## config.mk

```make
export PLATFORM = sky130hd
export DESIGN_NAME = pm_csr_block
export DESIGN_NICKNAME = d
export VERILOG_FILES = /design/src/rtl/pmc_pkg.sv /design/src/rtl/pmc_state_reg.sv /design/src/rtl/pmc_pme_ctl.sv /design/src/rtl/pmc_data_sel.sv /design/src/rtl/pm_csr_block.sv
export SDC_FILE = /design/constraint.sdc
export NUM_CORES = 1
export LEC_CHECK = 0
export ABC_AREA = 1
export CORE_MARGIN = 1
export CORE_UTILIZATION = 30
export DETAILED_ROUTE_END_ITERATION = 16
export DONT_BUFFER_PORTS = 1
export PLACE_DENSITY = 0.55
export SLEW_MARGIN = 10
export SYNTH_ARGS = -nofsm -noshare
export SYNTH_HDL_FRONTEND = slang
export SYNTH_SLANG_ARGS = --single-unit
export TNS_END_PERCENT = 20
```

## constraint.sdc

```tcl
create_clock -name clk -period 1.4 [get_ports clk]
set_input_delay 0.21 -clock clk [delete_from_list [all_inputs] [get_ports clk]]
set_output_delay 0.21 -clock clk [all_outputs]
set_load 0.05 [all_outputs]
```

## src/rtl/pmc_pkg.sv

```systemverilog
package pmc_pkg;
  localparam int CSR_W     = 16;
  localparam int SEL_W     = 4;
  localparam int PS_W      = 2;
  localparam int BIT_STAT  = 15;
  localparam int BIT_EN    = 8;
  localparam int SEL_LO    = 9;
  localparam logic [1:0] SCALE_1X = 2'b01;
  localparam logic [2:0] PM_VERSION = 3'b010;

  localparam logic [1:0] ADDR_CAP  = 2'd0;
  localparam logic [1:0] ADDR_CSR  = 2'd1;
  localparam logic [1:0] ADDR_DATA = 2'd2;

  typedef enum logic [PS_W-1:0] {PS_D0 = 2'b00, PS_D1 = 2'b01,
                                 PS_D2 = 2'b10, PS_D3 = 2'b11} pstate_e;

  function automatic logic state_ok(input logic [1:0] code, input logic [1:0] mask);
    case (code)
      PS_D1:   return mask[0];
      PS_D2:   return mask[1];
      default: return 1'b1;
    endcase
  endfunction

  function automatic logic [CSR_W-1:0] cap_word(input logic [4:0] pme_states,
                                                input logic [1:0] mask);
    return {pme_states, mask[1], mask[0], 6'b0, PM_VERSION};
  endfunction

  function automatic logic [CSR_W-1:0] csr_word(input logic stat, input logic [SEL_W-1:0] sel,
                                                input logic en, input logic [PS_W-1:0] ps);
    return {stat, SCALE_1X, sel, en, 6'b0, ps};
  endfunction
endpackage

```

## src/rtl/pmc_state_reg.sv

```systemverilog
module pmc_state_reg
  import pmc_pkg::*;
#(
  parameter logic [1:0] STATE_MASK = 2'b01
) (
  input  logic            clk,
  input  logic            rst_n,
  input  logic            wr_lo,
  input  logic [PS_W-1:0] wcode,
  output logic [PS_W-1:0] state,
  output logic            wr_reject
);
  logic accept;

  always_comb begin
    accept    = wr_lo && state_ok(wcode, STATE_MASK);
    wr_reject = wr_lo && !state_ok(wcode, STATE_MASK);
  end

  always_ff @(posedge clk or negedge rst_n) begin
    if (!rst_n)      state <= PS_D0;
    else if (accept) state <= wcode;
  end
endmodule

```

## src/rtl/pmc_pme_ctl.sv

```systemverilog
module pmc_pme_ctl (
  input  logic clk,
  input  logic rst_n,
  input  logic wake,
  input  logic clr_hit,
  input  logic en_wr,
  input  logic en_val,
  output logic status,
  output logic enable,
  output logic req
);
  logic status_d, enable_d;

  always_comb begin
    status_d = wake ? 1'b1 : (clr_hit ? 1'b0 : status);
    enable_d = en_wr ? en_val : enable;
  end

  always_ff @(posedge clk or negedge rst_n) begin
    if (!rst_n) begin
      status <= 1'b0;
      enable <= 1'b0;
      req    <= 1'b0;
    end else begin
      status <= status_d;
      enable <= enable_d;
      req    <= status_d & enable_d;
    end
  end
endmodule

```

## src/rtl/pmc_data_sel.sv

```systemverilog
module pmc_data_sel #(
  parameter int SEL_W   = 4,
  parameter int ENTRIES = 8,
  parameter int DATA_W  = 8,
  parameter logic [ENTRIES*DATA_W-1:0] TABLE = '0
) (
  input  logic [SEL_W-1:0]  sel,
  output logic [DATA_W-1:0] dout
);
  localparam int CODES = 1 << SEL_W;
  logic [DATA_W-1:0] entry [CODES];

  for (genvar g = 0; g < CODES; g++) begin : g_entry
    if (g < ENTRIES) begin : g_tab
      assign entry[g] = TABLE[g*DATA_W +: DATA_W];
    end else begin : g_zero
      assign entry[g] = '0;
    end
  end

  assign dout = entry[sel];
endmodule

```

## src/rtl/pm_csr_block.sv

```systemverilog
module pm_csr_block
  import pmc_pkg::*;
#(
  parameter logic [1:0]  STATE_MASK = 2'b01,
  parameter logic [4:0]  PME_STATES = 5'b11001,
  parameter int          TBL_N      = 8,
  parameter int          BYTE_W     = 8,
  parameter logic [TBL_N*BYTE_W-1:0] DATA_TABLE = 64'h8776_6554_4332_2110
) (
  input  logic              clk,
  input  logic              rst_n,
  input  logic              cfg_wr,
  input  logic [1:0]        cfg_addr,
  input  logic [1:0]        cfg_be,
  input  logic [CSR_W-1:0]  cfg_wdata,
  output logic [CSR_W-1:0]  cfg_rdata,
  input  logic              wake_evt,
  output logic              pme_req,
  output logic [PS_W-1:0]   pwr_state,
  output logic [BYTE_W-1:0] data_byte
);
  logic             csr_wr, wr_lo, wr_hi, clr_hit, wr_reject;
  logic             pme_status, pme_en;
  logic [SEL_W-1:0] sel_q;

  assign csr_wr  = cfg_wr && (cfg_addr == ADDR_CSR);
  assign wr_lo   = csr_wr && cfg_be[0];
  assign wr_hi   = csr_wr && cfg_be[1];
  assign clr_hit = wr_hi && cfg_wdata[BIT_STAT];

  pmc_state_reg #(.STATE_MASK(STATE_MASK)) u_state (
    .clk(clk), .rst_n(rst_n), .wr_lo(wr_lo), .wcode(cfg_wdata[PS_W-1:0]),
    .state(pwr_state), .wr_reject(wr_reject)
  );

  pmc_pme_ctl u_pme (
    .clk(clk), .rst_n(rst_n), .wake(wake_evt), .clr_hit(clr_hit),
    .en_wr(wr_hi), .en_val(cfg_wdata[BIT_EN]),
    .status(pme_status), .enable(pme_en), .req(pme_req)
  );

  always_ff @(posedge clk or negedge rst_n) begin
    if (!rst_n)     sel_q <= '0;
    else if (wr_hi) sel_q <= cfg_wdata[SEL_LO +: SEL_W];
  end

  pmc_data_sel #(.SEL_W(SEL_W), .ENTRIES(TBL_N), .DATA_W(BYTE_W), .TABLE(DATA_TABLE)) u_data (
    .sel(sel_q), .dout(data_byte)
  );

  always_comb begin
    case (cfg_addr)
      ADDR_CAP:  cfg_rdata = cap_word(PME_STATES, STATE_MASK);
      ADDR_CSR:  cfg_rdata = csr_word(pme_status, sel_q, pme_en, pwr_state);
      ADDR_DATA: cfg_rdata = {{(CSR_W-BYTE_W){1'b0}}, data_byte};
      default:   cfg_rdata = '0;
    endcase
  end
endmodule

```

# Word level (Yosys, flattened, before mapping)
# Memory sizes are Yosys's and may differ from the RTL's.
# Cells that the tools add are included.
word_totals:
  regBits: 9
  mem_bits_ro: 128
  input_bits: 24
  latchBits: 0
  out_inout_bits: 27
  mem_count: 1
  ramBits: 0
  word_cells: 25
op_classes:
  mux: 7
  n_shift: 0
  magnitude_cmp: 1
  reduce_logical: 6
  eq_ne: 3
  add_sub_neg: 0
  mul: 0
  bitwise_logic: 2
  div: 0
mem_list:
  columns: ["memory", "depth", "width", "read_ports", "rd_clocked_by_memory_dff", "wr", "line", "text"]
  rows:
  - ["(name not given)", 16, 8, 1, 0, 0, "pmc_data_sel.sv:21", "assign dout = entry[sel];"]
ops:
  columns: ["operator", "count"]
  rows:
  - ["$pmux 16 s3", 1]
  - ["$mux 8", 2]
  - ["$ge 5x5->1 const B", 1]
  - ["$logic_and 1x1->1", 5]
  - ["$not 4->5", 1]
  - ["$eq 2x2->1 const B", 2]
  - ["$mux 1", 4]
  - ["$eq 2x1->1 const B", 1]
  - ["$logic_not 2->1", 1]
  - ["$and 1x1->1", 1]

# Depth between registers and ports, before layout
# Gate-level depths: netlist of the first run.
depth:
  ltp_word: 7
  mapped_depth: 6

# Hierarchy
# From an unflattened synthesis of the first run, not the netlist that was laid out.
unflattened:
  hier_cells: 102
  hier_area_um2: 648.1
by_module_without_submodules:
  columns: ["module", "instances", "cells_per_inst", "area_per_inst_um2"]
  rows:
  - ["pm_csr_block", 1, 55, 335.3]
  - ["pmc_pme_ctl", 1, 14, 117.6]
  - ["pmc_state_reg", 1, 13, 98.8]
  - ["pmc_data_sel", 1, 20, 96.3]

# Worst setup path before layout of the first run
# No wires, ideal clock.
synth_path:
  kind: "reg-to-output"
  start: "register sel_q[0]"
  end: "output port cfg_rdata[6]"
  stages_incl_launch_ff: 5
  n_path_buf: 0
  t_required_ns: 1.190
  arrival_ns: 2.137
  path_slack_ns: -0.947
  path_cell_list: "dfrtp_1 > ha_1 > nand2_1 > inv_1 > nor4_1"
synth_between:
  elab_chain_len: 5
synth_rtl:
  columns: ["element", "line", "text"]
  rows:
  - ["from (decl)", "pm_csr_block.sv:24", "logic [SEL_W-1:0] sel_q;"]
  - ["from (signal assigned)", "pm_csr_block.sv:44", "else if (wr_hi) sel_q <= cfg_wdata[SEL_LO +: SEL_W];"]
  - ["$not 4->5 (implied by the code)", "pmc_data_sel.sv:21", null]
  - ["$mem_v2 16x8", null, null]
  - ["$mux 8 (implied by the code) (2 in a row)", "pmc_data_sel.sv:21", null]
  - ["$pmux 16 s3", "pm_csr_block.sv:52", "case (cfg_addr)"]
  - ["to (decl)", "pm_csr_block.sv:16", "output logic [CSR_W-1:0] cfg_rdata,"]
# No other way between the ends. The select of a mux whose other input is x is not followed.

# Final worst setup path of the first run
layout_path:
  start: "register sel_q[1]"
  end: "output port cfg_rdata[6]"
# The elaborated chain is that of the path after synthesis.

==> results_dict.tcl, run 1 <==
set metrics [dict create \
    outcome "finished, violations left" \
    failed_checks "setup timing" \
    syn_to_final_growth_pct 93.9 \
    worstPathArrival_ns 1.41 \
    drive_above_1_share 0.565 \
    grt_max_degree 14 \
    use_met1 0.200 \
    synth_top_family_by_area "simple AND/OR/NAND/NOR gates" \
    synth_compound_area_frac 0.118 \
    hpwl_um 1260 \
    die-area_um2 2170 \
    vdd_drop_max_mv 0.692 \
    cp-start-kind "register" \
    ys_ff_latch 9 \
    ant_nets 0 \
    finalCriticalPeriod_ns 1.62 \
    fp-row-count 15 \
    io_pins 51 \
    met2_usage 0.247 \
    worstHoldPathCells 2 \
    clock_latency_ns 0.27 \
    grt_pass1_wl_um 2370 \
    fin_skew_ns 0.00574 \
    synth_mux_area_frac 0 \
    fmax_mhz 615 \
    crit_path_cell_trace "buf_6 > ha_4 > nand2_4 > inv_4 > nor4_4 > buf_12" \
    hold_viol_final 0 \
    antenna_found_initial 0 \
    grt_pass1_vias 582 \
    avgViaCountPerCell 4.62 \
    htree_levels 1 \
    synth.largest_area_cell "dfrtp_1" \
    gp_congestion 0.745 \
    routed_wl_um 1530 \
    fin_crit_sh 1.16 \
    dr_total_vias 615 \
    synthCells 79 \
    initial_core_util 0.331 \
    rsz0062_at_grt "yes" \
    overflow 0 \
    stdcell_count 133 \
    yosys.area_share.xor_xnor 0 \
    drc 0 \
    crit_slowest_cell "dfrtp_1" \
    powerDensity_nw_per_um2 1300 \
    die_w_um 46.6 \
    wl_per_cell_um 11.5 \
    timing.final.max_slew_violations 0 \
    critPathKind "register to output port" \
    yosys.area_share.simple 0.324 \
    grtUsageTotal 0.155 \
    firstDrtPassIters 3 \
    cts_buffer_depth 2 \
    core_region_area_um2 1800 \
    cts_root_buffer "clkbuf_4" \
    rr_worst_depth 3 \
    cts.sinks 9 \
    nets 135 \
    hp-class "input pin to register" \
    port_buffers 0 \
    n_antenna_cell 0 \
    fin_hold_ws_ns 0.0744 \
    synth_area_leaders "dfrtp_1, inv_1, nor2_1" \
    tritoncts "done" \
    setup.worst_path.end_class "output port" \
    synthAdderAreaFrac 0.0420 \
    yosysUniqueCellTypes 21 \
    setup_slack_ns -0.225 \
    dp_slack_ns -0.00785 \
    syn_avg_cell_area_um2 7.54 \
    critPathMaxStageDelay_ns 0.41 \
    die_y_um 46.6 \
    drtIter0Drc 9 \
    yosysWarnings 0 \
    cts_buffers 3 \
    crit_fanout 2 \
    synthDominantCellAreaShare 0.378 \
    critPathRequiredTime_ns 1.19 \
    maxCapViolations 0 \
    fillers 159 \
    clk_pin_slew_ns 0.06 \
    syn_area_um2 596 \
    met3_usage 0.0275 \
    place_inst 127 \
    leakagePower_uw 0.000518 \
    setup_viol 10 \
    fin_util 0.641 \
    busiest_layer "met2" \
    synth_seq_area_share 0.378 \
]
==> layer usage <==
| metal | routed length (µm) | part of all wire |
|---|---|---|
| met3 | 69 | 0.045 |
| met5 | 0 | 0 |
| met4 | 23 | 0.015 |
| met1 | 669 | 0.44 |
| met2 | 768 | 0.50 |
==> power breakdown <==
group          switching (µW)  internal (µW)  total (µW)
Clock                    92.2            110         202
Combinational             591            337         928
Sequential               65.0            308         373
==> Yosys cell counts <==
library cell	count
nand3_4	1
o21ai_0	2
nor2_8	1
ha_1	2
clkbuf_1	1
nor2_1	15
o32ai_1	1
a21oi_1	7
nor3_1	5
nor4_1	2
dfrtp_1	9
a21oi_2	1
nand4_1	3
nand3_1	1
nand2_2	3
inv_2	1
inv_1	15
buf_4	2
o21a_1	1
nand2_1	5
conb_1	1
==> through the flow <==
stage                     instance area [µm²]  total power, µW  setup TNS, ns
final                                    1150             1500          -1.21
after global routing                     1150             1590          -1.87
after CTS                                1140             1510          -1.35
after detailed placement                 1060             1230       -0.00785
after global placement                   1060             1220              0
after floorplan                           738              971          -1.18
==> sequential cells by signal (all words and copies together), names as in the netlist <==
signal and cells:
u_pme.status 1, u_pme.req 1, u_state.state 2, u_pme.enable 1, sel_q 4
==> kinds of logic after synthesis <==
family | Yosys count
buffers and inverters | 19
adders and majority gates | 2
AOI/OAI and AO/OA | 12
DFF | 9
other | 1
and+or+nand+nor | 36
==> cells in the final DEF, fill, tap and decap left out, types with 2 or more instances in the layout <==
master     n
nor2_4     2
nor3_4     5
dfrtp_1    7
buf_12    10
nor2_1     7
nor2_2     6
dfrtp_2    2
ha_4       2
conb_1     2
nand4_1    3
inv_1     11
clkbuf_4   3
nand2_1    4
o21ai_0    2
nor4_4     2
a21oi_1    7
nand2_2    3
inv_2      3
buf_4     10
buf_6      6
inv_4      2
==> critical path, delay by kind of cell, from the launching register on <==
family                     cells  cell delay [ns]
and+or+nand+nor                2             0.23
buffers and inverters          3             0.36
adders and majority gates      1             0.15
DFF                            1             0.41
==> cell type report <==
class	instances	area, µm²	area share
tap	25	31.3	0.0271
multi-input combinational	52	452	0.391
clock buffer	4	26.3	0.0228
inverter	16	65.1	0.0563
sequential	9	228	0.197
timing repair buffer	27	353	0.306
==> path summary, 6_finish.rpt <==
check                              from            to  slack (ns)
setup / recovery               sel_q[1]  cfg_rdata[6]       -0.22
hold / removal                 wake_evt  u_pme.status        0.07
setup reg to reg               sel_q[1]      sel_q[1]        0.51
hold reg to reg            u_pme.status  u_pme.status        0.57
max in group asynchronous         rst_n      sel_q[0]        0.80
min in group asynchronous         rst_n  u_pme.enable        0.30
==> repair_timing <==
action / CTS / global route
endpoints found under the setup margin: 12 / 15
hold buffers: 1 / 0
hold endpoints to repair: 9 / 0
buffers inserted: 1 / 0
gates resized for setup: 12 / 4
pin swaps: 3 / 2
Note: power is estimated with default switching activity, not from simulation.
==> run 2, diff against run 1 <==
Settings changed: CORE_AREA set to 2 2 39 41, CORE_MARGIN 1 to not set, CORE_UTILIZATION 30 to not set, DIE_AREA set to 0 0 41 43, PLACE_DENSITY 0.55 to 0.7.
==> results_dict.tcl, run 2 (synthesized netlist as in run 1, its figures left out) <==
set metrics [dict create \
    hp-class "input pin to register" \
    worstHoldPathCells 2 \
    fillers 69 \
    seq_power_share 0.236 \
    hold_viol_final 0 \
    grt_max_degree 14 \
    initial_core_util 0.430 \
    failed_checks "setup timing" \
    reg_top3 "sel_q (4), u_state.state (2)" \
    setup_viol 16 \
    worstPathArrival_ns 1.45 \
    p_sw_uw 805 \
    drive_above_1_share 0.589 \
    crit_path_cell_trace "buf_6 > ha_4 > nand2_4 > inv_4 > nor4_4 > buf_12" \
    die_w_um 41 \
    path_buf_inv 3 \
    htree_levels 1 \
    fin_util 0.876 \
    die-area_um2 1760 \
    wl_per_cell_um 15.5 \
    cts.sinks 9 \
    fin_skew_ns 0.00389 \
    stdcell_count 128 \
    fp-row-count 14 \
    critPathRequiredTime_ns 1.19 \
    dp_slack_ns -0.0158 \
    critPathMaxStageDelay_ns 0.44 \
    dr_total_vias 665 \
    ff2ff_setup_slack_ns 0.43 \
    fmax_mhz 604 \
    p_clk_frac 0.122 \
    finalCriticalPeriod_ns 1.66 \
    grtUsageTotal 0.272 \
    io_pins 51 \
    core_region_area_um2 1380 \
    outcome "finished, violations left" \
    cts_buffer_depth 2 \
    grt_pass1_wl_um 3130 \
    switching_share 0.498 \
    cts_root_buffer "clkbuf_4" \
    critical_path.top_delay_family "flip-flops" \
    drtIter0Drc 5 \
    cp-start-kind "register" \
    clk_pin_slew_ns 0.06 \
    maxCapViolations 0 \
    largest_reg_flops 4 \
    hpwl_um 1340 \
    gp_congestion 0.721 \
    routed_wl_um 1990 \
    timing.final.max_slew_violations 0 \
    overflow 0 \
    powerDensity_nw_per_um2 1330 \
    setup_slack_ns -0.256 \
    avgViaCountPerCell 5.20 \
    cts_buffers 3 \
    clock_latency_ns 0.26 \
    fin_crit_sh 1.18 \
    grt_pass1_vias 742 \
    ant_nets 0 \
    syn_to_final_growth_pct 104 \
    tns_ns -2.27 \
    p_int_uw 811 \
    p_total_uw 1620 \
    regMostFlops "sel_q" \
    r2r-start "sel_q[2]" \
    antenna_found_initial 0 \
    layout_commonest_cell "buf_4" \
    crit_slowest_cell "dfrtp_2" \
    place_inst 118 \
    crit_fanout 2 \
    layout.cells.most_common_list "buf_4, inv_1, buf_12" \
    combPwrFrac 0.642 \
    critPathKind "register to output port" \
    drc 0 \
    n_antenna_cell 0 \
    rsz0062_at_grt "yes" \
    rr_worst_depth 3 \
    firstDrtPassIters 4 \
    port_buffers 0 \
    die_y_um 43 \
    leakagePower_uw 0.000540 \
    hold_start "wake_evt" \
    worstReg2RegEnd "sel_q[2]" \
    vdd_drop_max_mv 0.902 \
    hold_end "u_pme.status" \
    setup.worst_path.end_class "output port" \
    tritoncts "done" \
    nets 139 \
]
-- run 2: cell type report --
type	instances	area [µm²]	share of cell area
Multi-Input combinational cell	52	468	0.386
Timing Repair Buffer	31	398	0.328
Sequential cell	9	229	0.189
Inverter	16	71.3	0.0588
Clock buffer	4	26.3	0.0217
Tap cell	16	20.0	0.0165
-- run 2: per-layer routing --
metal / vias to the layer above / share of wire / wire (µm) / track usage
met5: - / 0 / 0 / 0
met4: 0 / 0.031 / 62 / 0.147
met3: 6 / 0.039 / 78 / 0.0471
met2: 29 / 0.60 / 1190 / 0.503
met1: 313 / 0.33 / 653 / 0.252
li1: 317 / - / - / -
-- run 2: power by group through the flow --
| stage | logic, µW | clock network [µW] | registers (µW) |
|---|---|---|---|
| after floorplan | 546 | 0 | 425 |
| after global placement | 848 | 0 | 367 |
| after detailed placement | 867 | 0 | 369 |
| after CTS | 986 | 209 | 375 |
| after global routing | 1090 | 218 | 386 |
| final | 1040 | 197 | 381 |
-- run 2: worst max-delay path by stage --
stage	startpoint	to	slack [ns]	depth (start not counted)
floorplan	sel_q[0]	cfg_rdata[6]	-0.16	4
global placement	sel_q[0]	data_byte[6]	0.01	4
detailed placement	sel_q[0]	data_byte[6]	-0.02	4
CTS	sel_q[1]	cfg_rdata[6]	-0.24	6
global route	sel_q[1]	cfg_rdata[6]	-0.30	6
finish	sel_q[1]	cfg_rdata[6]	-0.26	6
-- run 2: timing repair --
action,in CTS,in global routing
pin swaps,9,2
gates resized for setup,18,7
setup buffers,5,0
endpoints found under the setup margin,12,17
hold endpoints to repair,9,0
hold buffers,1,0
-- run 2: per-stage QoR --
stage,hold WS [ns],cell area (µm²)
after floorplan,-0.0856,738
after global placement,-0.0854,1050
after detailed placement,-0.0854,1050
after CTS,0.0679,1190
after global routing,0.0766,1210
final,0.0747,1210
